### config.mk
export PLATFORM = sky130hd
export DESIGN_NAME = mosi_line_ctrl
export DESIGN_NICKNAME = d
export VERILOG_FILES = /design/src/rtl/mosi_ctrl_pkg.sv /design/src/rtl/mosi_snoop_xlat.sv /design/src/rtl/mosi_line_store.sv /design/src/rtl/mosi_line_ctrl.sv
export SDC_FILE = /design/constraint.sdc
export NUM_CORES = 1
export LEC_CHECK = 0
export BUFFER_PORTS_ARGS = -buffer_cell sky130_fd_sc_hd__buf_2
export CORE_AREA = 2 2 110 112
export CTS_BUF_LIST = sky130_fd_sc_hd__clkbuf_4
export DETAILED_ROUTE_END_ITERATION = 12
export DIE_AREA = 0 0 112 114
export PLACE_DENSITY_LB_ADDON = 0.2
export SLEW_MARGIN = 20
export SYNTH_ARGS = -nofsm -noshare
export SYNTH_HDL_FRONTEND = slang
export SYNTH_SLANG_ARGS = --single-unit
export TNS_END_PERCENT = 30
### constraint.sdc
create_clock -name clk -period 3 [get_ports clk]
set_clock_uncertainty 0.05 [all_clocks]
set_input_delay 0.45 -clock clk [delete_from_list [all_inputs] [get_ports clk]]
set_output_delay 0.45 -clock clk [all_outputs]
set_load 0.01 [all_outputs]
### src/rtl/mosi_ctrl_pkg.sv
package mosi_ctrl_pkg;
  typedef enum logic [1:0] {LN_I = 2'd0, LN_S = 2'd1, LN_O = 2'd2, LN_M = 2'd3} line_st_e;
  typedef enum logic [1:0] {OP_RDSH = 2'd0, OP_RDEX = 2'd1, OP_INVAL = 2'd2, OP_WBACK = 2'd3} bus_op_e;
  typedef enum logic [2:0] {CS_IDLE, CS_LOOK, CS_WBACK, CS_REQ, CS_WAIT, CS_FILL} ctl_st_e;
  typedef struct packed {
    line_st_e nxt;
    logic     supply;
    logic     ack;
  } snoop_eff_t;
endpackage

### src/rtl/mosi_snoop_xlat.sv
module mosi_snoop_xlat
  import mosi_ctrl_pkg::*;
(
  input  line_st_e   cur,
  input  logic [1:0] op,
  output snoop_eff_t eff
);
  always_comb begin
    eff.nxt    = cur;
    eff.supply = 1'b0;
    eff.ack    = 1'b0;
    case (bus_op_e'(op))
      OP_RDSH: if (cur == LN_M || cur == LN_O) begin
        eff.nxt    = LN_O;
        eff.supply = 1'b1;
      end
      OP_RDEX: if (cur != LN_I) begin
        eff.supply = (cur == LN_M || cur == LN_O);
        eff.ack    = 1'b1;
        eff.nxt    = LN_I;
      end
      OP_INVAL: if (cur != LN_I) begin
        eff.ack = 1'b1;
        eff.nxt = LN_I;
      end
      default: ;
    endcase
  end
endmodule

### src/rtl/mosi_line_store.sv
module mosi_line_store
  import mosi_ctrl_pkg::*;
#(
  parameter int SETS  = 4,
  parameter int WAYS  = 2,
  parameter int TAG_W = 6,
  localparam int IDX_W = (SETS > 1) ? $clog2(SETS) : 1,
  localparam int WAY_W = (WAYS > 1) ? $clog2(WAYS) : 1
) (
  input  logic             clk,
  input  logic             rst_n,
  input  logic [IDX_W-1:0] a_idx,
  input  logic [TAG_W-1:0] a_tag,
  output logic             a_hit,
  output logic [WAY_W-1:0] a_way,
  output line_st_e         a_st,
  output logic [WAY_W-1:0] v_way,
  output line_st_e         v_st,
  output logic [TAG_W-1:0] v_tag,
  input  logic [IDX_W-1:0] b_idx,
  input  logic [TAG_W-1:0] b_tag,
  output logic             b_hit,
  output logic [WAY_W-1:0] b_way,
  output line_st_e         b_st,
  input  logic             we,
  input  logic [IDX_W-1:0] w_idx,
  input  logic [WAY_W-1:0] w_way,
  input  logic [TAG_W-1:0] w_tag,
  input  line_st_e         w_st,
  input  logic             touch,
  input  logic [IDX_W-1:0] t_idx,
  input  logic [WAY_W-1:0] t_way
);
  line_st_e         st_q  [SETS][WAYS];
  logic [TAG_W-1:0] tag_q [SETS][WAYS];
  logic [WAY_W-1:0] age_q [SETS][WAYS];

  always_comb begin
    a_hit = 1'b0; a_way = '0; a_st = LN_I;
    b_hit = 1'b0; b_way = '0; b_st = LN_I;
    for (int w = 0; w < WAYS; w++) begin
      if (st_q[a_idx][w] != LN_I && tag_q[a_idx][w] == a_tag) begin
        a_hit = 1'b1; a_way = WAY_W'(w); a_st = st_q[a_idx][w];
      end
      if (st_q[b_idx][w] != LN_I && tag_q[b_idx][w] == b_tag) begin
        b_hit = 1'b1; b_way = WAY_W'(w); b_st = st_q[b_idx][w];
      end
    end
  end

  // victim: lowest invalid way, otherwise the oldest way
  always_comb begin
    v_way = '0;
    for (int w = 0; w < WAYS; w++)
      if (age_q[a_idx][w] == WAY_W'(WAYS - 1)) v_way = WAY_W'(w);
    for (int w = WAYS - 1; w >= 0; w--)
      if (st_q[a_idx][w] == LN_I) v_way = WAY_W'(w);
    v_st  = st_q[a_idx][v_way];
    v_tag = tag_q[a_idx][v_way];
  end

  always_ff @(posedge clk or negedge rst_n) begin
    if (!rst_n) begin
      for (int s = 0; s < SETS; s++)
        for (int w = 0; w < WAYS; w++) begin
          st_q[s][w]  <= LN_I;
          tag_q[s][w] <= '0;
          age_q[s][w] <= WAY_W'(w);
        end
    end else begin
      if (we) begin
        st_q[w_idx][w_way]  <= w_st;
        tag_q[w_idx][w_way] <= w_tag;
      end
      if (touch)
        for (int w = 0; w < WAYS; w++) begin
          if (WAY_W'(w) == t_way) age_q[t_idx][w] <= '0;
          else if (age_q[t_idx][w] < age_q[t_idx][t_way]) age_q[t_idx][w] <= age_q[t_idx][w] + 1'b1;
        end
    end
  end
endmodule

### src/rtl/mosi_line_ctrl.sv
module mosi_line_ctrl
  import mosi_ctrl_pkg::*;
#(
  parameter int SETS   = 4,
  parameter int WAYS   = 2,
  parameter int ADDR_W = 8,
  parameter int ACK_W  = 3
) (
  input  logic              clk,
  input  logic              rst_n,
  input  logic              cpu_valid,
  output logic              cpu_ready,
  input  logic              cpu_write,
  input  logic              cpu_spec,
  input  logic [ADDR_W-1:0] cpu_addr,
  output logic              cpu_done,
  output logic              cpu_done_spec,
  output logic              bus_req_valid,
  input  logic              bus_req_ready,
  output logic [1:0]        bus_req_op,
  output logic [ADDR_W-1:0] bus_req_addr,
  output logic              bus_req_spec,
  input  logic              bus_resp_valid,
  input  logic [ACK_W-1:0]  bus_resp_acks,
  input  logic              inv_ack,
  input  logic              snp_valid,
  input  logic [1:0]        snp_op,
  input  logic [ADDR_W-1:0] snp_addr,
  output logic              snp_resp_valid,
  output logic              snp_supply,
  output logic              snp_ack
);
  localparam int IDX_W = (SETS > 1) ? $clog2(SETS) : 1;
  localparam int TAG_W = ADDR_W - IDX_W;
  localparam int WAY_W = (WAYS > 1) ? $clog2(WAYS) : 1;

  ctl_st_e           st_q;
  logic [ADDR_W-1:0] rq_addr_q, wb_addr_q;
  logic              rq_wr_q, rq_spec_q, resp_seen_q;
  logic [WAY_W-1:0]  way_q;
  bus_op_e           op_q;
  logic [ACK_W-1:0]  need_q, got_q;
  logic              done_q, done_spec_q, sr_valid_q, sr_sup_q, sr_ack_q;

  logic              a_hit, b_hit;
  logic [WAY_W-1:0]  a_way, b_way, v_way;
  line_st_e          a_st, b_st, v_st, b_cur;
  logic [TAG_W-1:0]  v_tag;
  logic              we, touch;
  logic [IDX_W-1:0]  w_idx;
  logic [WAY_W-1:0]  w_way, t_way;
  logic [TAG_W-1:0]  w_tag;
  line_st_e          w_st;
  snoop_eff_t        seff;
  logic              quiet, hit_done, need_upg, miss, vict_dirty, fill_go, acks_done;

  mosi_line_store #(.SETS(SETS), .WAYS(WAYS), .TAG_W(TAG_W)) u_store (
    .clk(clk), .rst_n(rst_n),
    .a_idx(rq_addr_q[IDX_W-1:0]), .a_tag(rq_addr_q[ADDR_W-1:IDX_W]),
    .a_hit(a_hit), .a_way(a_way), .a_st(a_st),
    .v_way(v_way), .v_st(v_st), .v_tag(v_tag),
    .b_idx(snp_addr[IDX_W-1:0]), .b_tag(snp_addr[ADDR_W-1:IDX_W]),
    .b_hit(b_hit), .b_way(b_way), .b_st(b_st),
    .we(we), .w_idx(w_idx), .w_way(w_way), .w_tag(w_tag), .w_st(w_st),
    .touch(touch), .t_idx(rq_addr_q[IDX_W-1:0]), .t_way(t_way)
  );

  assign b_cur = b_hit ? b_st : LN_I;
  mosi_snoop_xlat u_xlat (.cur(b_cur), .op(snp_op), .eff(seff));

  // snoops own the store in their cycle; local updates wait for a quiet cycle
  assign quiet      = !snp_valid;
  assign hit_done   = (st_q == CS_LOOK) && quiet && a_hit && (!rq_wr_q || a_st == LN_M);
  assign need_upg   = (st_q == CS_LOOK) && quiet && a_hit && rq_wr_q && a_st != LN_M;
  assign miss       = (st_q == CS_LOOK) && quiet && !a_hit;
  assign vict_dirty = (v_st == LN_M) || (v_st == LN_O);
  assign fill_go    = (st_q == CS_FILL) && quiet;
  assign acks_done  = resp_seen_q && (got_q >= need_q);

  always_comb begin
    we    = 1'b0;
    w_idx = rq_addr_q[IDX_W-1:0];
    w_way = way_q;
    w_tag = rq_addr_q[ADDR_W-1:IDX_W];
    w_st  = rq_wr_q ? LN_M : LN_S;
    if (snp_valid) begin
      we    = b_hit && (seff.nxt != b_st);
      w_idx = snp_addr[IDX_W-1:0];
      w_way = b_way;
      w_tag = snp_addr[ADDR_W-1:IDX_W];
      w_st  = seff.nxt;
    end else if (miss && vict_dirty) begin
      we    = 1'b1;
      w_way = v_way;
      w_tag = v_tag;
      w_st  = LN_I;
    end else if (fill_go) begin
      we = 1'b1;
    end
  end

  assign touch = hit_done || fill_go;
  assign t_way = hit_done ? a_way : way_q;

  always_ff @(posedge clk or negedge rst_n) begin
    if (!rst_n) begin
      st_q <= CS_IDLE; rq_addr_q <= '0; wb_addr_q <= '0; rq_wr_q <= 1'b0; rq_spec_q <= 1'b0;
      way_q <= '0; op_q <= OP_RDSH; need_q <= '0; got_q <= '0; resp_seen_q <= 1'b0;
    end else begin
      unique case (st_q)
        CS_IDLE: if (cpu_valid && cpu_ready) begin
          rq_addr_q <= cpu_addr; rq_wr_q <= cpu_write; rq_spec_q <= cpu_spec; st_q <= CS_LOOK;
        end
        CS_LOOK: if (hit_done) st_q <= CS_IDLE;
          else if (need_upg) begin
            op_q <= OP_INVAL; way_q <= a_way; st_q <= CS_REQ;
          end else if (miss) begin
            op_q      <= rq_wr_q ? OP_RDEX : OP_RDSH;
            way_q     <= v_way;
            wb_addr_q <= {v_tag, rq_addr_q[IDX_W-1:0]};
            st_q      <= vict_dirty ? CS_WBACK : CS_REQ;
          end
        CS_WBACK: if (bus_req_ready) st_q <= CS_REQ;
        CS_REQ: if (bus_req_ready) begin
          got_q <= '0; resp_seen_q <= 1'b0; st_q <= CS_WAIT;
        end
        CS_WAIT: begin
          if (inv_ack) got_q <= got_q + 1'b1;
          if (bus_resp_valid) begin resp_seen_q <= 1'b1; need_q <= bus_resp_acks; end
          if (acks_done) st_q <= CS_FILL;
        end
        CS_FILL: if (fill_go) st_q <= CS_IDLE;
        default: st_q <= CS_IDLE;
      endcase
    end
  end

  always_ff @(posedge clk or negedge rst_n) begin
    if (!rst_n) begin
      done_q <= 1'b0; done_spec_q <= 1'b0; sr_valid_q <= 1'b0; sr_sup_q <= 1'b0; sr_ack_q <= 1'b0;
    end else begin
      done_q      <= hit_done || fill_go;
      done_spec_q <= rq_spec_q;
      sr_valid_q  <= snp_valid;
      sr_sup_q    <= snp_valid && seff.supply;
      sr_ack_q    <= snp_valid && seff.ack;
    end
  end

  assign cpu_ready      = (st_q == CS_IDLE) && !snp_valid && !sr_valid_q;
  assign cpu_done       = done_q;
  assign cpu_done_spec  = done_spec_q;
  assign bus_req_valid  = (st_q == CS_WBACK) || (st_q == CS_REQ);
  assign bus_req_op     = (st_q == CS_WBACK) ? OP_WBACK : op_q;
  assign bus_req_addr   = (st_q == CS_WBACK) ? wb_addr_q : rq_addr_q;
  assign bus_req_spec   = rq_spec_q;
  assign snp_resp_valid = sr_valid_q;
  assign snp_supply     = sr_sup_q;
  assign snp_ack        = sr_ack_q;
endmodule

# Word-level counts from Yosys, hierarchy flattened
# Index checks and enable logic that the tools add are counted.
# word_totals
regBits	108
in_bits	30
out_inout_bits	18
wordCells	242
# classes
n_addsub	3
order_cmp	12
n_eq_ne	26
n_mux	101
bitwise_logic	12
n_reduce_logical	49
# ops
op	count
$mux W12	5
$bmux W12 S2	2
$bwmux W48	1
$mux W8	6
$mux W2	20
$mux W6	6
$mux W3	11
$mux W1	26
$demux W12 S2	1
$eq A6 B6 Y1	4
$mux W4	6
$logic_and A1 B1 Y1	22
$pmux W3 S6	1
$and A8 B8 Y8	2
$bmux W4 S2	2
$bwmux W16	1
$bwmux W8	2
$ne A2 B2 Y1 const B	8
$not A8 Y8	2
$reduce_bool A2 Y1	7
$eq A2 B2 Y1 const B	6
$ge A3 B3 Y1 const B	3
$not A2 Y3	3
$reduce_and A3 Y1	3
30 further kinds	53

# Logic depth before layout (Yosys ltp)
# Gate-level depths: netlist of the first run.
# logic_depth
depth_word	24
mapped_depth	12

# Cells and area by module
# A second synthesis of the first run with hierarchy kept.
# unflattened
hier_cells	481
hier_area_um2	6298.5
# by_module_without_submodules
mod	instances	cells_per_inst	area_per_inst_um2	seq_area_each_um2
mosi_line_store	1	289	4200.3	1806.7
mosi_line_ctrl	1	181	2000.7	900.9
mosi_snoop_xlat	1	11	97.6	0.0

# Least setup slack after synthesis of the first run
# No wires, ideal clock.
# synth_timing
path_type	input-to-reg
from	input snp_addr[1]
to	register u_store.st_q[0] in the netlist's numbering
setup_time_ns	0.128
t_arrival_ns	3.190
required_ns	2.822
slack_ns	-0.367
cell_stages	11
path_buffers	3
cell_sequence	buf_2 buf_6 buf_2 mux4_2 xnor2_1 nand3_1 nor2_1 a41oi_1 o32ai_4 nand3_4 mux2_1
# synth_via
elab_chain_cells	16
# synth_rtl
element	line	text
from (decl)	mosi_line_ctrl.sv:28	input logic [ADDR_W-1:0] snp_addr,
$not A2 Y3 (not written as such)	mosi_line_store.sv:45, mosi_line_store.sv:46	
$bmux W12 S2 / $bmux W4 S2 (equally long branches)	mosi_line_store.sv:45, mosi_line_store.sv:46	
$mux W12 (not written as such) / $mux W4 (equally long branches) (2 in a row)	mosi_line_store.sv:45, mosi_line_store.sv:46	
$eq A6 B6 Y1 / $reduce_bool A2 Y1 (equally long branches)	mosi_line_store.sv:45	if (st_q[b_idx][w] != LN_I && tag_q[b_idx][w] == b_tag) begin
$logic_and A1 B1 Y1	mosi_line_store.sv:45	
$mux W2 / $mux W1 (equally long branches)	mosi_line_store.sv:45	
$mux W2, or another cell as far along	mosi_line_store.sv:45	
$mux W2 / $not A1 Y2 (equally long branches)	mosi_line_ctrl.sv:68, mosi_line_store.sv:72	
$eq A2 B2 Y1, or another cell as far along	mosi_snoop_xlat.sv:13	OP_RDSH: if (cur == LN_M || cur == LN_O) begin
$logic_or A1 B1 Y1 / $logic_and A1 B1 Y1 (equally long branches)	mosi_snoop_xlat.sv:13, mosi_line_store.sv:72	
$mux W3 / $mux W2 (equally long branches)	mosi_snoop_xlat.sv:13, mosi_line_store.sv:72	
$pmux W2 S3 / $demux W2 S1 (equally long branches)	mosi_snoop_xlat.sv:12, mosi_line_store.sv:72	
$ne A2 B2 Y1 / $mux W4 (equally long branches)	mosi_line_ctrl.sv:87, mosi_line_store.sv:72	
$logic_and A1 B1 Y1 / $demux W4 S2 (equally long branches)	mosi_line_ctrl.sv:87, mosi_line_store.sv:72	
$mux W1 / $bwmux W16 (equally long branches)	mosi_line_ctrl.sv:86, mosi_line_store.sv:72	
to (signal, indexed assignment)	mosi_line_store.sv:72	st_q[w_idx][w_way] <= w_st;
to (decl)	mosi_line_store.sv:34	line_st_e st_q [SETS][WAYS];
# Parallel ways exist; a longest one is shown, timed or not. The select of a mux whose other input is x is not followed.
# A chain may end at the register's enable or synchronous reset.

# Final worst setup path of the first run
# layout_timing
from	register rq_addr_q[0]
to	register u_store.tag_q[32] in the netlist's numbering
# layout_via
elab_chain_cells	24
# layout_rtl
element	line	text
from (decl)	mosi_line_ctrl.sv:38	logic [ADDR_W-1:0] rq_addr_q, wb_addr_q;
from (signal assigned)	mosi_line_ctrl.sv:107	st_q <= CS_IDLE; rq_addr_q <= '0; wb_addr_q <= '0; rq_wr_q <= 1'b0; rq_spec_q <= 1'b0;
from (signal assigned)	mosi_line_ctrl.sv:112	rq_addr_q <= cpu_addr; rq_wr_q <= cpu_write; rq_spec_q <= cpu_spec; st_q <= CS_LOOK;
$not A2 Y3 (not written as such)	n/a	
$bmux W2 S2 / $bmux W4 S2 (equally long branches)	n/a	
$mux W2 (not written as such) / $mux W4 (equally long branches)	n/a	
$mux W2 / $mux W4 (equally long branches)	n/a	
$mux W1 / $logic_not A2 Y1 (equally long branches)	mosi_line_store.sv:55, mosi_line_store.sv:57	
$mux W1 (2 in a row)	mosi_line_store.sv:57	if (st_q[a_idx][w] == LN_I) v_way = WAY_W'(w);
$not A1 Y2 (not written as such)	mosi_line_store.sv:58, mosi_line_store.sv:59	
$mux W2 (not written as such) (3 in a row)	mosi_line_store.sv:58	v_st = st_q[a_idx][v_way];
[5 not listed]	n/a	
$not A1 Y2 (not written as such)	mosi_line_store.sv:73	tag_q[w_idx][w_way] <= w_tag;
$ge A2 B2 Y1 (not written as such) / $lt A2 B1 Y1 (equally long branches)	mosi_line_store.sv:73	
$logic_and A1 B1 Y1 (not written as such)	mosi_line_store.sv:73	
$mux W6 (not written as such)	mosi_line_store.sv:73	
$demux W6 S1	mosi_line_store.sv:73	
$mux W12 (not written as such)	mosi_line_store.sv:73	
$demux W12 S2	mosi_line_store.sv:73	
$bwmux W48	mosi_line_store.sv:73	
to (signal, indexed assignment)	mosi_line_store.sv:73	
to (decl)	mosi_line_store.sv:35	logic [TAG_W-1:0] tag_q [SETS][WAYS];
# Parallel ways exist; a longest one is shown, timed or not. The select of a mux whose other input is x is not followed.

==> results of run 1 <==
## per-layer routing
layer | GRT usage (%) | vias to the layer above | wire [µm]
met2 | 44.6 | 163 | 8010
met5 | 0 | - | 0
met3 | 4.99 | 35 | 860
li1 | - | 2194 | -
met4 | 10.1 | 0 | 427
met1 | 36.0 | 2439 | 7110
## worst register-to-register path, stage by stage, from the launching register on
cell and delay (ns):
dfrtp_1 0.41, buf_12 0.16, mux4_2 0.57, xor2_1 0.24, or4_4 0.62, a31oi_1 0.21, buf_4 0.15, o32ai_4 0.08
buf_12 0.18, nand3_4 0.19, mux2_2 0.36
## power by group through the flow
stage | clock, mW | combinational (mW) | sequential (mW)
3_3_place_gp | 0 | 3.47 | 2.32
3_5_place_dp | 0 | 3.56 | 2.35
5_1_grt | 0.796 | 4.12 | 2.40
4_1_cts | 0.749 | 3.73 | 2.32
6_report | 0.743 | 3.84 | 2.34
2_1_floorplan | 0 | 2.24 | 2.18
## layout make-up
cell class / count / area (µm²) / area share [%]
Clock buffer: 9 / 67.6 / 0.858
Clock inverter: 7 / 56.3 / 0.715
Inverter: 13 / 48.8 / 0.620
Multi-Input combinational cell: 371 / 3750 / 47.6
Sequential cell: 108 / 2710 / 34.4
Tap cell: 147 / 184 / 2.34
Timing Repair Buffer: 145 / 1060 / 13.4
## layout by cell type, fill, tap and decap left out, types with 8 or more instances in the layout
master,Yosys,final
a21oi_1,11,10
a31oi_1,11,11
and2_1,10,9
buf_2,6,46
buf_4,0,88
clkbuf_4,0,9
dfrtp_1,104,104
ha_1,8,8
inv_1,13,13
mux2_2,93,84
mux2_4,0,11
mux2i_1,18,18
mux4_2,30,30
nand2_1,24,21
nand3_1,8,8
nand3_4,8,8
nor2_1,27,25
nor2b_1,10,9
o21ai_0,11,10
xnor2_1,23,21
xor2_1,10,10
## logic make-up after synthesis
kind of cell,after synthesis
muxes,143
and+or+nand+nor,114
xor gates and xnor gates,33
adders and majority gates,8
AOI/OAI and AO/OA,73
buffers and inverters,38
DFF,108
## flip-flops by register name, summed over array words and instances (netlist names), 2 cells and up
signal,flops
u_store.tag_q,48
u_store.st_q,16
rq_addr_q,8
u_store.age_q,8
wb_addr_q,8
got_q,3
need_q,3
st_q,3
op_q,2
## worst min-delay path by stage
stage | startpoint | endpoint | slack, ns
after floorplan | rst_n | bus_req_spec$_DFFE_PN0P_ | 0.10
after global placement | bus_req_spec$_DFFE_PN0P_ | cpu_done_spec$_DFF_PN0_ | 0.32
after detailed placement | bus_req_spec$_DFFE_PN0P_ | cpu_done_spec$_DFF_PN0_ | 0.34
after CTS | bus_resp_acks[2] | need_q[2]$_DFFE_PN0P_ | 0.06
after global routing | cpu_addr[6] | rq_addr_q[6]$_DFFE_PN0P_ | 0.09
final | bus_resp_acks[1] | need_q[1]$_DFFE_PN0P_ | 0.08
## what timing repair did
item / CTS / global route
endpoints found under the hold margin: 49 / 0
pin swaps: 10 / 6
resized for setup: 26 / 17
hold buffers: 1 / 0
setup buffers: 2 / 2
setup endpoints to repair: 81 / 82
## stage by stage
| step | setup WS, ns | setup TNS (ns) |
|---|---|---|
| 2_1_floorplan | -0.261 | -15.26 |
| 6_report | -0.305 | -16.74 |
| 5_1_grt | -0.406 | -24.30 |
| 3_3_place_gp | -0.547 | -31.90 |
| 3_5_place_dp | -0.579 | -35.04 |
| 4_1_cts | -0.279 | -15.84 |
==> qor.csv, run 1 <==
metric,value,unit
die width,112,µm
Pwr Density,879,mW/mm²
unrepaired setup endpoints after global routing,true,
Final Hold Fails,0,
endpoint class of the critical path,flop,
number of synthesized register bits,108,
Diodes inserted,0,
WL/cell,20.5,µm
status,finished with violations,
FF-to-FF setup slack,-0.30,ns
Post-Synth Simple-Gate Area,10.4,%
Critical Path Source,rq_addr_q[0]$_DFFE_PN0P_,
H-tree level count,3,
total chip power,6.92,mW
DR vias/cell,6.04,
vias in the first global route,4962,
Yosys top cell by area,dfrtp_1,
Slew headroom,51.2,%
antenna violations before repair,0,
Vias,4831,
GP Congestion,0.873,
mux cell area share after synthesis,29.8,%
global-route wire length before repair,26400,µm
synth cell count leaders,"104 x dfrtp_1, 93 x mux2_2, 30 x mux4_2, 27 x nor2_1, 24 x nand2_1",
max frequency,303,MHz
fin util,67.2,%
Clock Sink Count,108,
worst hold stages,3,
Total Routing Usage GR,27.0,%
Post-Syn Nets,555,
chip height,114,µm
cell area after placement,0.00753,mm²
"delay-heaviest family, CP",multiplexers,
clock latency on the worst-skew pair,0.53,ns
Root Buffer,clkbuf_4,
Sequential Power Share,33.8,%
CTS tree,done,
Post-Syn Area per Cell,12.5,µm²
adder-cell share of the synthesized area,1.55,%
drt pass-1 iters,5,
worst-margin pin slew,0.732,ns
WS Path Type,reg -> reg,
worst flop-to-flop path startpoint,rq_addr_q[0]$_DFFE_PN0P_,
Critical Path Max Stage Delay,0.61,ns
DRC,0,
WP data required,3.37,ns
type of the most critical hold path,in -> reg,
YS warnings,0,
Synth area leaders,"dfrtp_1 40%, mux2_2 16%, mux4_2 10%",
Sw Share,39.6,%
core outline area,0.0117,mm²
Clk pwr share,10.7,%
maxcap violations,0,
crit-path cells,buf_12 > mux4_2 > xor2_1 > or4_4 > a31oi_1 > buf_4 > o32ai_4 > buf_12 > nand3_4 > mux2_2,
Cell Rows,40,
cells after synthesis,517,
total congestion overflow,0,
Max Root-Sink Buffers,2,
post-synthesis xor/xnor area fraction,4.47,%
CP max stage cell,or4_4,
area added between synthesis and finish,21.8,%
sum of buffers and inverters on the critical path,3,
PortBufs,47,
power share of the combinational group,55.4,%
Routed WL,16400,µm
most frequent cell after synthesis,dfrtp_1,
IO Count,48,
P_leak,3.66,nW
critical path endpoint,u_store.tag_q[32]$_DFFE_PN0P_,
Final Instance Area,0.00787,mm²
post-route setup slack,-0.305,ns
Synth top area share,40.3,%
# nets final,686,
Final setup viols,65,
maximum VDD drop,0.000725,V
"Seq/Total Area, Yosys",41.9,%
DP Cell Count,779,
fin crit period,3.30,ns
post-synth cell types,62,
crit path max fanout,9,
Worst R2R End,u_store.tag_q[32]$_DFFE_PN0P_,
"FFs w/ async S/R, synth",100,%
"Cell Area, Synth",0.00646,mm²
Initial Utilization,55.2,%
"Primary FF master, synth",dfrtp_1,
Post-synth EDFFs,0,
final cell count without fillers,800,
violated checks,negative setup slack,
worst path arrival time,3.68,ns
Crit path depth,10,
"most used cell, CP",buf_12,
net switching power,2.74,mW
DRT iter0 DRCs,472,
Fillers,861,
CP Launch Type,flop,
remaining antenna violation count after routing,0,
clock slew at reported path FFs,0.17,ns
Int Power,4.18,mW
post-synthesis compound-gate area fraction,9.04,%
layout cell share with drive strength beyond 1,51.1,%
pin count of the biggest net entering global routing,55,
Final Cycle Share,110,%
Worst R2R Path Depth,10,
Post-DP HPWL,12100,µm
Final Max Tran Viols,0,
largest family of logic cells by synthesized area,multiplexers,
die area,0.0128,mm²
hold slack,0.0781,ns
cts bufs inserted,9,
Power figures use the tool's default switching activity.
==> inputs of run 2 (changes only) <==
Settings changed: CORE_AREA 2 2 110 112 to 2 2 112 114, CTS_BUF_LIST sky130_fd_sc_hd__clkbuf_4 to default, DIE_AREA 0 0 112 114 to 0 0 114 116.
==> run 2 against run 1 <==
Against the previous run:
- the flow still finishes with violations (negative setup slack)
- core utilization rose by 0.72 points
- design area grew 2.8%
- worst hold slack better by 0.0088 ns
- highest routed layer unchanged
==> qor.csv, run 2 (synthesis gave the netlist of run 1 again) <==
metric,value,unit
status,finished with violations,
violated checks,negative setup slack,
Diodes inserted,0,
Initial Utilization,54.2,%
max frequency,298,MHz
vias in the first global route,5075,
die width,114,µm
fin crit period,3.36,ns
Pwr Density,919,mW/mm²
Total Routing Usage GR,26.2,%
layout cell share with drive strength beyond 1,51.7,%
hold slack,0.0869,ns
total congestion overflow,0,
total chip power,7.44,mW
dpl ws,-0.558,ns
PortBufs,47,
clock latency on the worst-skew pair,0.36,ns
# nets final,688,
P_leak,3.76,nW
largest registers,"u_store.tag_q: 48 flops, u_store.st_q: 16 flops",
core outline area,0.0119,mm²
Clock Sink Count,108,
Vias,4851,
Final Max Tran Viols,0,
worst-margin pin slew,0.698,ns
global-route wire length before repair,26400,µm
pin count of the biggest net entering global routing,55,
DRT iter0 DRCs,459,
chip height,116,µm
remaining antenna violation count after routing,0,
"Most flops, register",u_store.tag_q,
Post-DP HPWL,12100,µm
Final Hold Fails,0,
most frequent cells in the layout,"104 x dfrtp_1, 90 x buf_4, 80 x mux2_2, 46 x buf_2, 30 x mux4_2",
maximum VDD drop,0.000361,V
area added between synthesis and finish,25.3,%
Largest register FFs,48,
CP Launch Type,flop,
worst flop-to-flop path startpoint,rq_addr_q[0]$_DFFE_PN0P_,
Cell Rows,40,
Routed WL,16600,µm
die area,0.0132,mm²
crit path max fanout,8,
GP Congestion,0.886,
maxcap violations,0,
post-route setup slack,-0.357,ns
H-tree level count,3,
drt pass-1 iters,5,
"commonest non-fill, non-tap cell in the layout",dfrtp_1,
antenna violations before repair,0,
Critical Path Source,rq_addr_q[0]$_DFFE_PN0P_,
Max Root-Sink Buffers,2,
clock slew at reported path FFs,0.07,ns
WL/cell,20.8,µm
endpoint class of the critical path,flop,
type of the most critical hold path,in -> async,
Final Cycle Share,112,%
WP data required,3.19,ns
Fillers,879,
CTS tree,done,
Root Buffer,clkbuf_16,
DRC,0,
Slew headroom,53.5,%
Final setup viols,68,
DR vias/cell,6.06,
worst path arrival time,3.55,ns
WS Path Type,reg -> reg,
IO Count,48,
FF-to-FF setup slack,-0.36,ns
cts bufs inserted,9,
unrepaired setup endpoints after global routing,true,
[run 2: cell types whose count changed in the layout (fill, tap and decap cells not counted), moves of 2 or more]
cell and delta:
buf_4 +2, clkbuf_16 +9, clkbuf_4 -9, clkinv_2 -2, mux2_2 -4, mux2_4 +4
[run 2: repair_timing]
| item | 4_1_cts | 5_1_grt |
|---|---|---|
| setup buffers | 6 | 3 |
| resized for setup | 26 | 25 |
| hold buffers | 0 | 0 |
| setup endpoints to repair | 84 | 83 |
| pin swaps | 19 | 14 |
[run 2: per-stage QoR]
stage / setup TNS (ns) / cell area [µm²] / util, % / std cells
after floorplan: -15.26 / 6490 / - / 517
after global placement: -30.41 / 7520 / 63.1 / 777
after detailed placement: -36.58 / 7520 / 63.1 / 777
after CTS: -17.48 / 7960 / 66.8 / 798
after global routing: -21.91 / 8090 / 67.9 / 801
final: -18.31 / 8090 / 67.9 / 801
[run 2: area by class of cell]
type                       count  area [µm²]  area share [%]
clock buffer                  10         239            2.95
clock inverter                 5        43.8           0.541
inverter                      13        48.8           0.603
multi-input combinational    371        3790            46.8
sequential                   108        2710            33.5
tap                          147         184            2.27
timing repair buffer         147        1080            13.4
[run 2: final timing paths]
path | end | depth (start not counted)
worst max-delay path | u_store.tag_q[20]$_DFFE_PN0P_ | 11
worst min-delay path | need_q[0]$_DFFE_PN0P_ | 1
worst max register to register | u_store.tag_q[20]$_DFFE_PN0P_ | 11
worst min register to register | cpu_done_spec$_DFF_PN0_ | 0
max in group asynchronous | u_store.st_q[1]$_DFFE_PN0P_ | 2
min in group clk | need_q[2]$_DFFE_PN0P_ | 3
[run 2: where the power goes]
group / switching (mW) / total, mW / internal (mW) / leakage, nW
Sequential: 0.434 / 2.35 / 1.92 / 1.43
Combinational: 1.79 / 3.92 / 2.12 / 2.19
Clock: 0.573 / 1.17 / 0.594 / 0.140
[run 2: routing by layer]
metal  vias to the layer above  part of all wire [%]  GRT usage, %
li1                       2188                     -             -
met3                        26                   4.6          4.65
met1                      2490                    45          35.1
met4                         0                   1.8          9.67
met5                         -                     0             0
met2                       147                    49          43.2
[run 2: worst max-delay path: stages (launching register included)]
cell     delay [ns]
dfrtp_1        0.39
buf_12         0.16
buf_6          0.11
mux4_2         0.56
xnor2_1        0.17
nand2_1        0.13
or3_4          0.42
buf_6          0.13
a41oi_4        0.22
a221o_2        0.33
nand3_4        0.21
mux2_4         0.35
